### config.mk
export PLATFORM = sky130hd
export DESIGN_NAME = owm_ctrl
export DESIGN_NICKNAME = d
export VERILOG_FILES = /design/src/rtl/owm_pkg.sv /design/src/rtl/owm_tick.sv /design/src/rtl/owm_engine.sv /design/src/rtl/owm_ctrl.sv
export SDC_FILE = /design/constraint.sdc
export NUM_CORES = 1
export LEC_CHECK = 0
export BUFFER_PORTS_ARGS = -buffer_cell sky130_fd_sc_hd__clkbuf_2
export CORE_MARGIN = 2
export CORE_UTILIZATION = 56
export DETAILED_ROUTE_END_ITERATION = 10
export PLACE_DENSITY_LB_ADDON = 0.3
export SLEW_MARGIN = 10
export SYNTH_ARGS = -nofsm -noshare
export SYNTH_HDL_FRONTEND = slang
export SYNTH_SLANG_ARGS = --single-unit
export TNS_END_PERCENT = 30
### constraint.sdc
create_clock -name clk -period 3.6 [get_ports clk]
set_input_delay 0.9 -clock clk [delete_from_list [all_inputs] [get_ports clk]]
set_output_delay 0.9 -clock clk [all_outputs]
set_load 0.01 [all_outputs]
### src/rtl/owm_pkg.sv
package owm_pkg;

    localparam int unsigned IDX_CMD  = 0;
    localparam int unsigned IDX_DATA = 1;
    localparam int unsigned IDX_STAT = 2;
    localparam int unsigned IDX_IEN  = 3;
    localparam int unsigned IDX_DIV  = 4;

    typedef enum logic [1:0] {
        ENG_IDLE = 2'd0,
        ENG_RST  = 2'd1,
        ENG_SLOT = 2'd2
    } eng_state_t;

    typedef struct packed {
        logic       od;
        logic       dq;
        logic       rst_req;
        logic [6:0] ien;
        logic [4:0] div;
        logic [7:0] txbuf;
        logic       tx_full;
        logic [7:0] rxbuf;
        logic       rbf;
        logic       rsrf;
        logic       pd;
        logic       pdr;
    } ctrl_regs_t;

    localparam ctrl_regs_t CTRL_INIT = '{pdr: 1'b1, default: '0};

endpackage

### src/rtl/owm_tick.sv
module owm_tick #(
    parameter int DIV_W = 5
) (
    input  logic             clk,
    input  logic             rst_n,
    input  logic             run_i,
    input  logic [DIV_W-1:0] div_i,
    output logic             tick_o
);
    localparam int NW    = DIV_W - 2;
    localparam int CNT_W = NW + 3;

    logic [CNT_W-1:0] cnt_d, cnt_q, lim;

    always_comb begin
        lim    = ((CNT_W'(div_i[NW-1:0]) + 1'b1) << div_i[DIV_W-1:NW]) - 1'b1;
        tick_o = run_i && (cnt_q == lim);
        if (!run_i || cnt_q == lim) cnt_d = '0;
        else                        cnt_d = cnt_q + 1'b1;
    end

    always_ff @(posedge clk or negedge rst_n) begin
        if (!rst_n) cnt_q <= '0;
        else        cnt_q <= cnt_d;
    end
endmodule

### src/rtl/owm_engine.sv
module owm_engine
    import owm_pkg::*;
#(
    parameter int T_RST_LOW  = 480,
    parameter int T_RST_HIGH = 625,
    parameter int T_PD_SMP   = 70,
    parameter int T_PD_DONE  = 300,
    parameter int T_W0       = 60,
    parameter int T_W1       = 6,
    parameter int T_SMP      = 15,
    parameter int T_SLOT     = 65,
    parameter int T_REC      = 5,
    parameter int OD_SHIFT   = 2
) (
    input  logic       clk,
    input  logic       rst_n,
    input  logic       clr_i,
    input  logic       tick_i,
    input  logic       od_i,
    input  logic       bus_in_i,
    input  logic       start_rst_i,
    input  logic       start_byte_i,
    input  logic [7:0] tx_byte_i,
    output logic       busy_o,
    output logic       in_rst_o,
    output logic       pull_o,
    output logic       pd_evt_o,
    output logic       pd_val_o,
    output logic       done_o,
    output logic [7:0] rx_o
);
    localparam int SPAN = (T_RST_LOW + T_RST_HIGH > T_SLOT + T_REC) ?
                          (T_RST_LOW + T_RST_HIGH) : (T_SLOT + T_REC);
    localparam int CW = $clog2(SPAN + 1);

    typedef struct packed {
        eng_state_t    st;
        logic [CW-1:0] cnt;
        logic [2:0]    bitn;
        logic [7:0]    sh;
        logic [7:0]    rx;
        logic          pres;
    } eng_t;

    eng_t d, q;
    logic [CW-1:0] rl, rh, ps, pdn, w0, w1, smp, se, low;

    function automatic logic [CW-1:0] scl(input int t, input logic od);
        int v;
        v = od ? (t >>> OD_SHIFT) : t;
        return CW'(v);
    endfunction

    always_comb begin
        rl  = scl(T_RST_LOW, od_i);
        rh  = scl(T_RST_HIGH, od_i);
        ps  = scl(T_PD_SMP, od_i);
        pdn = scl(T_PD_DONE, od_i);
        w0  = scl(T_W0, od_i);
        w1  = scl(T_W1, od_i);
        smp = scl(T_SMP, od_i);
        se  = scl(T_SLOT + T_REC, od_i);
        low = q.sh[0] ? w1 : w0;
    end

    always_comb begin
        d        = q;
        pull_o   = 1'b0;
        pd_evt_o = 1'b0;
        done_o   = 1'b0;
        unique case (q.st)
            ENG_IDLE: begin
                if (start_rst_i) begin
                    d.st  = ENG_RST;
                    d.cnt = '0;
                end else if (start_byte_i) begin
                    d.st   = ENG_SLOT;
                    d.cnt  = '0;
                    d.bitn = '0;
                    d.sh   = tx_byte_i;
                end
            end
            ENG_RST: begin
                pull_o = q.cnt < rl;
                if (tick_i) begin
                    d.cnt = q.cnt + 1'b1;
                    if (q.cnt == rl + ps)         d.pres   = bus_in_i;
                    if (q.cnt == rl + pdn)        pd_evt_o = 1'b1;
                    if (q.cnt == rl + rh - 1'b1)  d.st     = ENG_IDLE;
                end
            end
            ENG_SLOT: begin
                pull_o = q.cnt < low;
                if (tick_i) begin
                    d.cnt = q.cnt + 1'b1;
                    if (q.cnt == smp) d.rx = {bus_in_i, q.rx[7:1]};
                    if (q.cnt == se - 1'b1) begin
                        d.cnt  = '0;
                        d.sh   = q.sh >> 1;
                        d.bitn = q.bitn + 1'b1;
                        if (q.bitn == 3'd7) begin
                            d.st   = ENG_IDLE;
                            done_o = 1'b1;
                        end
                    end
                end
            end
            default: d.st = ENG_IDLE;
        endcase
        if (clr_i) begin
            d.st     = ENG_IDLE;
            pd_evt_o = 1'b0;
            done_o   = 1'b0;
        end
    end

    always_ff @(posedge clk or negedge rst_n) begin
        if (!rst_n) q <= '0;
        else        q <= d;
    end

    assign busy_o   = (q.st != ENG_IDLE);
    assign in_rst_o = (q.st == ENG_RST);
    assign pd_val_o = q.pres;
    assign rx_o     = q.rx;
endmodule

### src/rtl/owm_ctrl.sv
module owm_ctrl
    import owm_pkg::*;
#(
    parameter int ADDR_SHIFT = 0,
    parameter int T_RST_LOW  = 480,
    parameter int T_RST_HIGH = 625,
    parameter int T_PD_SMP   = 70,
    parameter int T_PD_DONE  = 300,
    parameter int T_W0       = 60,
    parameter int T_W1       = 6,
    parameter int T_SMP      = 15,
    parameter int T_SLOT     = 65,
    parameter int T_REC      = 5,
    parameter int OD_SHIFT   = 2,
    localparam int AW        = 3 + ADDR_SHIFT
) (
    input  logic          clk,
    input  logic          rst_n,
    input  logic          wr_en,
    input  logic          rd_en,
    input  logic [AW-1:0] addr,
    input  logic [7:0]    wdata,
    output logic [7:0]    rdata,
    input  logic          bus_in,
    output logic          bus_pull_o,
    output logic          irq_o
);
    ctrl_regs_t d, q;
    logic [2:0] idx;
    logic       tick, eng_busy, eng_in_rst, eng_pull, pd_evt, pd_val, byte_done;
    logic [7:0] eng_rx, stat;
    logic       stat_rd, data_rd, soft_rst, start_rst, start_byte, force_drv, any_src;

    assign idx = addr[AW-1:ADDR_SHIFT];

    owm_tick #(.DIV_W(5)) u_tick (
        .clk(clk), .rst_n(rst_n), .run_i(eng_busy), .div_i(q.div), .tick_o(tick)
    );

    owm_engine #(
        .T_RST_LOW(T_RST_LOW), .T_RST_HIGH(T_RST_HIGH), .T_PD_SMP(T_PD_SMP),
        .T_PD_DONE(T_PD_DONE), .T_W0(T_W0), .T_W1(T_W1), .T_SMP(T_SMP),
        .T_SLOT(T_SLOT), .T_REC(T_REC), .OD_SHIFT(OD_SHIFT)
    ) u_eng (
        .clk(clk), .rst_n(rst_n), .clr_i(soft_rst), .tick_i(tick), .od_i(q.od),
        .bus_in_i(bus_in), .start_rst_i(start_rst), .start_byte_i(start_byte),
        .tx_byte_i(q.txbuf), .busy_o(eng_busy), .in_rst_o(eng_in_rst),
        .pull_o(eng_pull), .pd_evt_o(pd_evt), .pd_val_o(pd_val),
        .done_o(byte_done), .rx_o(eng_rx)
    );

    always_comb begin
        stat_rd    = rd_en && (idx == 3'(IDX_STAT));
        data_rd    = rd_en && (idx == 3'(IDX_DATA));
        soft_rst   = wr_en && (idx == 3'(IDX_CMD)) && wdata[5];
        start_rst  = q.rst_req && !eng_busy;
        start_byte = q.tx_full && !eng_busy && !q.rst_req && !q.rsrf;
        force_drv  = q.dq && q.ien[6];
        stat       = {2'b00, q.rsrf, q.rbf, !(eng_busy && !eng_in_rst), !q.tx_full, q.pdr, q.pd};
        any_src    = |(stat[5:0] & {q.ien[5:2], 1'b0, q.ien[0]});
        irq_o      = q.ien[1] ? any_src : !any_src;
        bus_pull_o = eng_pull || force_drv;
    end

    always_comb begin
        unique case (idx)
            3'(IDX_CMD):  rdata = {q.od, 3'b000, bus_in, q.dq, 1'b0, q.rst_req || eng_in_rst};
            3'(IDX_DATA): rdata = q.rxbuf;
            3'(IDX_STAT): rdata = stat;
            3'(IDX_IEN):  rdata = {1'b0, q.ien};
            3'(IDX_DIV):  rdata = {3'b000, q.div};
            default:      rdata = 8'h00;
        endcase
    end

    always_comb begin
        d = q;
        if (start_rst)       d.rst_req = 1'b0;
        else if (start_byte) d.tx_full = 1'b0;
        if (stat_rd) d.pd = 1'b0;
        if (pd_evt) begin
            d.pd  = 1'b1;
            d.pdr = pd_val;
        end
        if (data_rd) begin
            if (q.rsrf) begin
                d.rxbuf = eng_rx;
                d.rsrf  = 1'b0;
            end else begin
                d.rbf = 1'b0;
            end
        end
        if (byte_done) begin
            if (d.rbf) begin
                d.rsrf = 1'b1;
            end else begin
                d.rxbuf = eng_rx;
                d.rbf   = 1'b1;
            end
        end
        if (wr_en) begin
            unique case (idx)
                3'(IDX_CMD): begin
                    d.od = wdata[7];
                    d.dq = wdata[2];
                    if (wdata[0]) d.rst_req = 1'b1;
                end
                3'(IDX_DATA): begin
                    d.txbuf   = wdata;
                    d.tx_full = 1'b1;
                end
                3'(IDX_IEN): d.ien = wdata[6:0];
                3'(IDX_DIV): d.div = wdata[4:0];
                default: ;
            endcase
        end
        if (soft_rst) d = CTRL_INIT;
    end

    always_ff @(posedge clk or negedge rst_n) begin
        if (!rst_n) q <= CTRL_INIT;
        else        q <= d;
    end
endmodule

Word level (Yosys, flattened, before mapping)
Cells that the tools add are included.
{"block": "word_totals", "register_bits": 75, "latch_bits": 0, "ramBits": 0, "rom_bits": 0, "input_bits": 16, "output_inout_bits": 10, "elab_cells": 153, "memories": 0}
{"block": "op_classes", "n_addsub": 10, "n_mul": 0, "n_div": 0, "n_lt_le_gt_ge": 2, "eq_ne": 25, "n_shift": 1, "n_mux": 52, "n_bitwise": 1, "n_reduce_logical": 43}
{"cell": "24-bit two-way mux", "n": 3}
{"cell": "11-bit == test", "n": 5}
{"cell": "8-bit one-hot mux with 5 select lines", "n": 1}
{"cell": "36-bit two-way mux", "n": 1}
{"cell": "9-bit two-way mux", "n": 4}
{"cell": "11-bit adder", "n": 3}
{"cell": "11-bit one-hot mux with 3 select lines", "n": 1}
{"cell": "32-bit two-way mux", "n": 1}
{"cell": "10-bit two-way mux", "n": 3}
{"cell": "13-bit two-way mux", "n": 2}
{"cell": "11-bit < comparator", "n": 2}
{"cell": "11-bit two-way mux", "n": 2}
{"cell": "11-bit one-hot mux with 2 select lines", "n": 1}
{"cell": "11-bit by 1-bit subtractor with 11-bit output (second input constant)", "n": 2}
{"cell": "1-bit two-way mux", "n": 17}
{"cell": "8-bit two-way mux", "n": 2}
{"cell": "2-bit nonzero test", "n": 8}
{"cell": "7-bit two-way mux", "n": 2}
{"cell": "6-bit two-way mux", "n": 2}
{"cell": "11-bit by 1-bit adder with 11-bit output (second input constant)", "n": 1}
{"cell": "1-bit logical AND", "n": 11}
{"cell": "3-bit by 2-bit != test with 1-bit output (second input constant)", "n": 3}
{"cell": "2-bit two-way mux", "n": 4}
{"cell": "2-bit != test (second input constant)", "n": 4}
{"cell": "other kinds (32)", "n": 49}

Depth between registers and ports, before layout
Gate-level depths: netlist of the first run.
{"block": "depth", "word_depth": 10, "mapped_depth": 12, "mapped_depth_nobuf": 11}

Cells and area by module
Synthesis of the first run repeated with hierarchy kept, for this count alone.
{"block": "unflattened", "cells_unflattened": 501, "hier_area_um2": 4928.5}
{"module": "owm_engine", "instances": 1, "cells_per_inst": 224, "area_per_inst_um2": 2282.2, "seq_area_each_um2": 825.8}
{"module": "owm_ctrl", "instances": 1, "cells_per_inst": 198, "area_per_inst_um2": 1974.4, "seq_area_each_um2": 902.1}
{"module": "owm_tick", "instances": 1, "cells_per_inst": 79, "area_per_inst_um2": 671.9, "seq_area_each_um2": 150.1}

Worst setup path after synthesis of the first run
OpenSTA, ideal clock, no wires.
{"block": "synth_timing", "kind": "register to output", "start": "register q[35] (netlist bit)", "end": "output port bus_pull_o", "arrival_ps": 2545, "t_required_ps": 2700, "slack_ps": 155, "path_stages_with_launch": 13, "n_path_buf": 1, "cell_sequence": "dfrtp_1 > clkbuf_1 > inv_1 > ha_1 > inv_1 > ha_1 > nor2b_1 > o21a_1 > o21a_1 > o21a_1 > o21a_1 > o31ai_1 > a22o_1"}
{"block": "synth_via", "elab_chain_cells": 5, "elab_cells_between_ends": 8, "cone_classes": "order compare: 2; mux: 5; reduce/logical: 1"}
{"element": "start: declaration", "line_no": "owm_ctrl.sv:28", "text": "ctrl_regs_t d, q;"}
{"element": "start signal: assignment", "line_no": "owm_ctrl.sv:121", "text": "if (!rst_n) q <= CTRL_INIT;"}
{"element": "start signal: assignment", "line_no": "owm_ctrl.sv:122", "text": "else q <= d;"}
{"element": "6-bit two-way mux or 3-bit two-way mux (tied branches)", "line_no": "owm_engine.sv:50", "text": "v = od ? (t >>> OD_SHIFT) : t;"}
{"element": "11-bit two-way mux", "line_no": "owm_engine.sv:63", "text": "low = q.sh[0] ? w1 : w0;"}
{"element": "11-bit < comparator", "line_no": "owm_engine.sv:93", "text": "pull_o = q.cnt < low;"}
{"element": "1-bit one-hot mux with 2 select lines (*)", "line_no": "owm_engine.sv:71", "text": "unique case (q.st)"}
{"element": "1-bit logical OR (*)", "line_no": "owm_ctrl.sv:62", "text": "bus_pull_o = eng_pull || force_drv;"}
{"element": "end: declaration", "line_no": "owm_ctrl.sv:25", "text": "output logic bus_pull_o,"}
Mark *: on every way between the ends. The rest lies on a longest branch, timed or not.

Worst setup path after layout of the first run
{"block": "layout_timing", "start": "register u_eng.q[9] (netlist bit)", "end": "output port bus_pull_o"}
{"block": "layout_via", "elab_chain_cells": 4}
{"element": "start: declaration", "line_no": "owm_engine.sv:45", "text": "eng_t d, q;"}
{"element": "start signal: assignment", "line_no": "owm_engine.sv:118", "text": "if (!rst_n) q <= '0;"}
{"element": "start signal: assignment", "line_no": "owm_engine.sv:119", "text": "else q <= d;"}
{"element": "11-bit two-way mux", "line_no": "owm_engine.sv:63"}
{"element": "11-bit < comparator", "line_no": "owm_engine.sv:93"}
{"element": "1-bit one-hot mux with 2 select lines", "line_no": "owm_engine.sv:71"}
{"element": "1-bit logical OR", "line_no": "owm_ctrl.sv:62"}
No other way between the ends.

==> run_results.csv, run 1 <==
group,metric,value,unit
status,status,"finished, final reports clean",
routing,drt_first_pass_iters,5,
critical_path,crit_path_top_delay_cell,"dfrtp_1",
routing,vias,3880,
critical_path,cp_data_required_time,2.70,ns
power_and_ir_drop,peakVddDrop,296,uV
synth,synth_cells,487,
power_and_ir_drop,power.total,2490,uW
placement,place_inst,609,
grt,grt_max_degree,76,
final_layout,finish.utilization,63.8,%
clocking,ctsHtreeMaxLevel,3,
grt,grt_overflow,0,
timing,setup_viol,0,
clocking,clock_tree.buffer_depth,2,
synth,syn_nets,524,
clocking,cts-buffers-inserted,9,
routing,drcViolationCount,0,
clocking,cts_tree,"built",
timing,drv_slew,0,
final_layout,final_cell_mix,"74 x dfrtp_1, 40 x nor2_1, 31 x mux2_2",
timing,min_period_over_period,99.7,%
clocking,clk_latency,0.35,ns
worst_hold_path,holdCritPathClass,"reg2reg",
placement,gp_congestion,0.927,
synth,synth_edf_count,0,
placement,placed_area,0.00493,mm^2
routing,dr.first_iter.drc_count,233,
clocking,cts_root_buffer,"clkbuf_8",
synth,ys_async_sr_fraction,100,%
critical_path,endpoint_kind,"primary output",
synth,synthFlopType,"dfrtp_1",
synth,netlist_area,0.00465,mm^2
run,maxCapViolations,0,
synth,yosys.area.top_type,"dfrtp_1",
routing,drt-vias-per-instance,6.19,
floorplanning,die_w,95.1,um
synth,synth-seq-cells,75,
grt,grt_pass1_wl,19000,um
floorplanning,core-area,0.00813,mm^2
critical_path,cp_common_cell,"o21a_1",
timing,hold_slack,0.510,ns
routing,routed_wl,11300,um
critical_path,cp_cell_sequence,"inv_1 > ha_1 > inv_2 > ha_4 > nor2b_1 > o21a_1 > o21a_1 > o21a_1 > o21a_1 > o31ai_2 > a22o_1 > buf_2",
grt,first_global_vias,3856,
grt,track_usage,27.3,%
power_and_ir_drop,power.density,480,mW/mm^2
critical_path,cp-start-kind,"flip-flop",
critical_path,critPathMaxFanout,2,
final_layout,drive_gt1_share,19.0,%
final_layout,fin_area,0.00519,mm^2
power_and_ir_drop,p_leak,0.00241,uW
floorplanning,die_y,95.1,um
timing,slew_headroom,36.9,%
final_layout,antenna_cells,0,
final_layout,finalNetCount,554,
routing,antenna_left,0,
timing,finClkSkew,0.00934,ns
timing,worst_pin_slew,0.947,ns
timing,finalHoldViolCount,0,
floorplanning,dieArea,0.00905,mm^2
placement,hpwlAfterDp,8050,um
final_layout,layout_commonest_cell,"dfrtp_1",
critical_path,critical_path_class,"reg2out",
synth,synth.avg_cell_area,9.55,um^2
placement,port_buffers,25,
synth,synth.distinct_cells,58,
clocking,clk_pin_slew,0.08,ns
floorplanning,start_util,57.2,%
floorplanning,num_rows,33,
synth,synth_top_area_share,39.8,%
routing,drt-wirelength-per-cell,18.0,um
synth,yosys-top-cells-area,"dfrtp_1 40%, mux2_2 7.5%, ha_1 5.7%",
grt,antenna_found_initial,0,
synth,ys_seq_area_share,40.4,%
timing,post-route-min-period,3.59,ns
floorplanning,ioPinCount,26,
final_layout,stdcell_count,627,
synth,synth_warnings,0,
critical_path,cp.arrival,2.69,ns
clocking,cts_sinks,75,
timing,max_freq,0.279,GHz
critical_path,critPathMaxStageDelay,0.35,ns
final_layout,area_delta_synth_final,11.7,%
timing,rsz0062_at_grt,"yes",
==> final cells by class <==
| cell class | count | area [um^2] |
|---|---|---|
| Tap cell | 105 | 131 |
| Clock buffer | 10 | 128 |
| Clock inverter | 6 | 65.1 |
| Multi-Input combinational cell | 359 | 2620 |
| Sequential cell | 75 | 1880 |
| Inverter | 31 | 116 |
| Timing Repair Buffer | 41 | 251 |
| Fill cell | 650 | 2940 |
==> worst max-delay path: cells and delay by family, from the launching register on <==
kind	cells	cell delay (ns)
compound gates	6	1.10
fa+ha+maj	2	0.49
buf+inv	3	0.28
flops	1	0.35
simple gates	1	0.12
==> routing by layer <==
metal	track usage [%]	vias to the layer above	share of wire (%)
li1	-	1830	-
met1	36.2	1907	44
met2	44.2	126	49
met3	4.74	17	4.7
met4	11.5	0	2.2
met5	0	-	0
==> registers in the layout (all words and copies together), names as in the netlist <==
register        count
q                  36
u_eng.rx_o          8
u_eng.q            24
u_eng.pd_val_o      1
u_tick.cnt_q        6
==> final timing paths <==
path	startpoint	endpoint	slack (ns)	depth (start not counted)
min in group asynchronous	rst_n	u_tick.cnt_q[4]	0.68	1
max reg2reg	q[21]	u_eng.rx_o[6]	0.12	10
min	u_eng.q[10]	u_eng.q[10]	0.51	1
max	u_eng.q[9]	bus_pull_o	0.01	12
max in group asynchronous	rst_n	u_eng.rx_o[5]	2.30	1
min reg2reg	u_eng.q[10]	u_eng.q[10]	0.51	1
==> cell families (layout without fill, tap and decap cells) <==
| kind of cell | Yosys count | count (layout) | synth area share (%) |
|---|---|---|---|
| AND/OR/NAND/NOR | 170 | 170 | 19.6 |
| AO/OA/AOI/OAI | 99 | 99 | 14.5 |
| flip-flops | 75 | 75 | 40.4 |
| multiplexers | 53 | 53 | 12.2 |
| buffers and inverters | 53 | 88 | 4.33 |
| adder cells (fa/ha/maj) | 21 | 21 | 5.65 |
| XOR/XNOR | 16 | 16 | 3.31 |
==> where the power goes <==
group	leakage (uW)	total [uW]	internal, uW	switching, uW
clock	0.0000966	649	322	328
sequential	0.00101	1030	943	82.8
combinational	0.00131	815	343	472
==> timing repair <==
action	in CTS	in global routing
setup buffers	1	1
gates resized for setup	2	7
pin swaps	1	3
hold buffers	0	0
setup endpoints to repair	9	29
==> Yosys cell counts, types with 4 or more instances <==
master,instances
nor2b_1,20
nand3_1,18
nor2_1,40
o221ai_1,10
inv_1,31
nor4_1,6
o21ai_0,16
nor3b_1,4
and3_1,6
xnor2_1,12
o22ai_1,8
nand2b_1,9
nand2_1,30
clkbuf_1,17
a21oi_1,22
a21o_1,4
o21a_1,4
a22o_1,4
a22oi_1,6
a211oi_1,4
mux2i_1,22
dfrtp_1,74
ha_1,21
nor3_1,6
nand4_1,11
mux2_2,31
==> per-stage QoR <==
step / setup WS [ns] / setup TNS, ns
CTS: -0.00844 / -0.00844
detailed placement: 0.0570 / 0
global placement: 0.209 / 0
floorplan: 0.155 / 0
finish: 0.0102 / 0
global route: -0.0753 / -0.0753
(Power assumes the default switching activity.)
==> run 2, diff against run 1 <==
==> constraint.sdc (replaced) <==
create_clock -name clk -period 3.6 [get_ports clk]
set_input_delay 0.18 -clock clk [delete_from_list [all_inputs] [get_ports clk]]
set_output_delay 0.18 -clock clk [all_outputs]
set_load 0.01 [all_outputs]
==> run 2 against run 1 <==
Effect of this change:
- via count up 0.62%
- clock skew barely moved
- final area fell by 1.2%
- worst hold slack got worse by 0.46 ns
- count of clock-buffer cells in the layout fell by 1
- sequential cell count is the same
- utilization decreased by 0.75 points
- clock power down 4.2%
- worst setup slack improved by 0.17 ns
- global-route usage shrank 0.60 points
- routed wire length down 0.81%
- critical endpoint is now u_eng.rx_o[2]
- largest power group unchanged
==> run_results.csv, run 2 (same netlist as run 1, synthesis figures left out) <==
group,metric,value,unit
final_layout,layout_commonest_cell,"dfrtp_1",
routing,dr.first_iter.drc_count,211,
timing,hold_slack,0.0539,ns
critical_path,r2r.worst_path.cells,11,
clocking,cts_setup_buffers,0,
clocking,cts_root_buffer,"clkbuf_8",
placement,placed_area,0.00490,mm^2
clocking,clk_pin_slew,0.09,ns
routing,drt-vias-per-instance,6.28,
power_and_ir_drop,peakVddDrop,256,uV
final_layout,final_cell_mix,"73 x dfrtp_1, 40 x nor2_1, 31 x mux2_2, 31 x inv_1, 30 x nand2_1",
run,maxCapViolations,0,
final_layout,area_delta_synth_final,10.3,%
routing,antenna_left,0,
floorplanning,core-area,0.00813,mm^2
critical_path,cp.arrival,3.68,ns
timing,setup_viol,0,
critical_path,cp-start-kind,"flip-flop",
timing,fin_tns_setup,0,ns
floorplanning,dieArea,0.00905,mm^2
worst_hold_path,whs_path_depth,3,
critical_path,critPathMaxFanout,8,
timing,max_freq,0.292,GHz
floorplanning,start_util,57.2,%
final_layout,antenna_cells,0,
critical_path,cp_data_required_time,3.85,ns
grt,antenna_found_initial,0,
critical_path,critPathLaunch,"q[22]",
clocking,clock_tree.buffer_depth,2,
final_layout,ff_latch_area,0.00188,mm^2
final_layout,multi_input_comb_area,0.00260,mm^2
final_layout,largest_reg_flops,36,
routing,drt_first_pass_iters,4,
final_layout,fin_area,0.00513,mm^2
routing,vias,3904,
grt,track_usage,26.7,%
clocking,clk_latency,0.36,ns
final_layout,drive_gt1_share,17.8,%
grt,first_global_vias,3701,
grt,grt_overflow,0,
clocking,cts_sinks,75,
floorplanning,ioPinCount,26,
final_layout,largest_register,"q",
grt,grt_max_degree,76,
clocking,cts_tree,"built",
power_and_ir_drop,p_leak,0.00238,uW
power_and_ir_drop,power.density,476,mW/mm^2
routing,drt-wirelength-per-cell,18.0,um
placement,port_buffers,25,
timing,worst_pin_slew,1.05,ns
timing,post-route-min-period,3.42,ns
timing,min_period_over_period,95.0,%
worst_hold_path,holdCritPathClass,"in2reg",
final_layout,finish.utilization,63.1,%
placement,gp_congestion,0.904,
timing,rsz0062_at_grt,"no",
placement,place_inst,605,
timing,finalHoldViolCount,0,
floorplanning,num_rows,33,
final_layout,stdcell_count,622,
final_layout,fillCellCount,673,
clocking,ctsHtreeMaxLevel,3,
critical_path,critical_path_class,"reg2reg",
clocking,cts-buffers-inserted,9,
critical_path,endpoint_kind,"flip-flop",
timing,slew_headroom,29.8,%
timing,drv_slew,0,
worst_hold_path,hold_start,"wdata[6]",
critical_path,reg2reg_from,"q[22]",
floorplanning,die_y,95.1,um
routing,routed_wl,11200,um
grt,grt_pass1_wl,18500,um
floorplanning,die_w,95.1,um
routing,drcViolationCount,0,
status,status,"finished, final reports clean",
timing,finClkSkew,0.00899,ns
final_layout,finalNetCount,549,
placement,hpwlAfterDp,7940,um
run 2: final timing paths:
| check | end | slack [ns] |
|---|---|---|
| hold / removal | q[19] | 0.05 |
| max in group asynchronous | q[35] | 2.45 |
| setup reg to reg | u_eng.rx_o[2] | 0.18 |
| hold reg to reg | u_eng.q[18] | 0.51 |
| min in group asynchronous | u_tick.cnt_q[4] | 0.48 |
| setup / recovery | u_eng.rx_o[2] | 0.18 |
run 2: metal layers:
metal / vias up / track usage (%) / share of wire, %
li1: 1818 / - / -
met1: 1938 / 36.5 / 44
met2: 125 / 41.8 / 48
met3: 23 / 4.43 / 4.9
met4: 0 / 12.1 / 2.4
met5: - / 0 / 0
run 2: cell type report:
cell class	instances	share of cell area (%)
clock inverters	7	1.15
inverters	31	2.27
flip-flops and latches	75	36.6
well taps	105	2.56
repair buffers	36	4.22
clock buffers	9	2.41
multi-input cells	359	50.8
run 2: power breakdown:
part | total [uW] | leakage (uW) | switching (uW) | internal, uW
clock network | 622 | 0.0000925 | 360 | 262
logic | 779 | 0.00128 | 456 | 323
registers | 1040 | 0.00101 | 95.7 | 943
run 2: critical path, stage by stage (launching register included):
cell,delay [ns]
dfrtp_1,0.46
ha_4,0.32
nor2b_1,0.16
o21ai_0,0.10
ha_1,0.23
xnor2_1,0.21
nand3_1,0.18
a211o_1,0.37
or4_4,0.47
nor4_4,0.29
buf_6,0.18
mux2_2,0.34
run 2: metrics by stage:
| step | worst slack, ns | total power [uW] |
|---|---|---|
| final | 0.179 | 2440 |
| after global routing | 0.00871 | 2580 |
| after CTS | 0.0530 | 2420 |
| after detailed placement | 0.0879 | 1800 |
| after global placement | 0.212 | 1770 |
| after floorplan | 0.252 | 1580 |
run 2: what timing repair did:
action,4_1_cts,5_1_grt
hold buffers,1,0
endpoints found under the hold margin,5,0
endpoints found under the setup margin,0,23
gates resized for setup,0,6
==> run 3, diff against run 2 <==
--- a/config.mk
+++ b/config.mk
@@ -7,7 +7,7 @@
 export LEC_CHECK = 0
 export BUFFER_PORTS_ARGS = -buffer_cell sky130_fd_sc_hd__clkbuf_2
 export CORE_MARGIN = 2
-export CORE_UTILIZATION = 56
+export CORE_UTILIZATION = 60
 export DETAILED_ROUTE_END_ITERATION = 10
 export PLACE_DENSITY_LB_ADDON = 0.3
 export SLEW_MARGIN = 10
==> constraint.sdc (replaced) <==
create_clock -name clk -period 3.5 [get_ports clk]
set_input_delay 0.175 -clock clk [delete_from_list [all_inputs] [get_ports clk]]
set_output_delay 0.175 -clock clk [all_outputs]
set_load 0.01 [all_outputs]
==> run 3 against run 2 <==
Effect of this change:
- the flow now finishes with violations (negative hold slack)
- sequential cell count did not move
- clock skew rose by 0.00095 ns
- count of clock-buffer cells in the layout did not move
- via count barely moved
- final cell count fell by 0.32%
- clock power rose by 6.9%
- critical endpoint is now bus_pull_o
- largest cell class unchanged
==> run_results.csv, run 3 (same netlist as run 1, synthesis figures left out) <==
group,metric,value,unit
floorplanning,die_y,92.0,um
timing,finalHoldViolCount,18,
clocking,cts_sinks,75,
timing,worst_pin_slew,1.12,ns
floorplanning,start_util,61.1,%
run,maxCapViolations,0,
final_layout,largest_register,"q",
timing,rsz0062_at_grt,"no",
clocking,clk_latency,0.35,ns
routing,dr.first_iter.drc_count,200,
status,status,"finished, violations left",
final_layout,multi_input_comb_area,0.00261,mm^2
routing,drt-vias-per-instance,6.30,
final_layout,layout_commonest_cell,"dfrtp_1",
power_and_ir_drop,power.density,494,mW/mm^2
clocking,clk_pin_slew,0.08,ns
floorplanning,core-area,0.00761,mm^2
critical_path,cp-start-kind,"flip-flop",
timing,min_period_over_period,95.2,%
clocking,cts-buffers-inserted,9,
placement,gp_congestion,0.972,
routing,routed_wl,11100,um
grt,track_usage,28.2,%
routing,drt-wirelength-per-cell,18.0,um
final_layout,finalNetCount,551,
final_layout,antenna_cells,0,
floorplanning,ioPinCount,26,
floorplanning,die_w,92.0,um
placement,dpl_worst_slack,0.0583,ns
clocking,ctsHtreeMaxLevel,3,
placement,port_buffers,25,
timing,finClkSkew,0.00994,ns
final_layout,ff_latch_area,0.00188,mm^2
timing,slew_headroom,25.2,%
critical_path,critPathMaxFanout,6,
final_layout,final_cell_mix,"73 x dfrtp_1, 40 x nor2_1, 31 x mux2_2, 31 x inv_1, 30 x nand2_1",
grt,grt_overflow,0,
status,violations,"negative hold slack",
power_and_ir_drop,power.total,2540,uW
critical_path,cp.arrival,3.16,ns
final_layout,area_delta_synth_final,10.8,%
floorplanning,num_rows,32,
placement,placed_area,0.00492,mm^2
critical_path,endpoint_kind,"primary output",
clocking,cts_tree,"built",
power_and_ir_drop,p_leak,0.00238,uW
placement,hpwlAfterDp,7880,um
timing,setup_viol,0,
routing,drcViolationCount,0,
grt,first_global_vias,3853,
critical_path,cp_data_required_time,3.32,ns
clocking,cts_root_buffer,"clkbuf_8",
routing,vias,3907,
timing,drv_slew,0,
final_layout,largest_reg_flops,36,
critical_path,critical_path_class,"reg2out",
final_layout,fin_area,0.00515,mm^2
power_and_ir_drop,peakVddDrop,397,uV
timing,hold_slack,-0.0350,ns
timing,worst_slack,0.167,ns
clocking,clock_tree.buffer_depth,2,
worst_hold_path,holdCritPathClass,"in2async",
timing,fin_tns_setup,0,ns
grt,antenna_found_initial,0,
final_layout,drive_gt1_share,18.3,%
timing,max_freq,0.300,GHz
routing,drt_first_pass_iters,5,
routing,antenna_left,0,
grt,grt_pass1_wl,18900,um
grt,grt_max_degree,76,
final_layout,fillCellCount,620,
clocking,cts_hold_buf,0,
floorplanning,dieArea,0.00847,mm^2
timing,post-route-min-period,3.33,ns
[run 3: routing by layer]
metal  wire length (um)  up-vias  track usage [%]
li1                   -     1818                -
met1               4820     1919             38.1
met2               5340      146             45.2
met3                685       24             5.34
met4                282        0             11.1
met5                  0        -                0
[run 3: repair_timing]
item                                    in CTS  in global routing
resized for setup                            0                  7
setup buffers                                0                  0
endpoints found under the setup margin       0                 35
[run 3: critical path, stage by stage, from the launching register on]
cell and delay, ns:
dfrtp_1 0.55, inv_1 0.22, ha_1 0.32, inv_1 0.05
ha_1 0.28, nor2b_1 0.13, o21a_1 0.16, o21a_1 0.16
o21a_1 0.17, o21a_1 0.18, o31ai_1 0.25, a22o_1 0.21
clkbuf_2 0.14
[run 3: final cells by class]
class / instances / share of cell area (%)
clock buffers: 9 / 2.40
multi-input cells: 359 / 50.7
flip-flops and latches: 75 / 36.5
well taps: 102 / 2.48
inverters: 31 / 2.26
repair buffers: 38 / 4.44
clock inverters: 6 / 1.29
[run 3: worst paths after layout]
| check | from | to | slack (ns) | cells after the start |
|---|---|---|---|---|
| min in group clk | wdata[7] | q[20] | 0.07 | 3 |
| max in group asynchronous | rst_n | q[22] | 2.87 | 1 |
| worst max register to register | q[35] | q[9] | 0.17 | 10 |
| worst min-delay path | rst_n | u_tick.cnt_q[0] | -0.04 | 1 |
| worst min register to register | u_eng.q[12] | u_eng.q[12] | 0.51 | 1 |
| worst max-delay path | q[35] | bus_pull_o | 0.17 | 12 |
[run 3: metrics by stage]
step           utilization (%)  instances
2_1_floorplan                -        487
3_3_place_gp              64.7        605
3_5_place_dp              64.7        605
4_1_cts                   67.2        620
5_1_grt                   67.7        620
6_report                  67.7        620
[run 3: report_power, final]
group	switching (uW)	internal (uW)
clock	338	327
combinational	480	342
sequential	86.4	970
total	905	1640
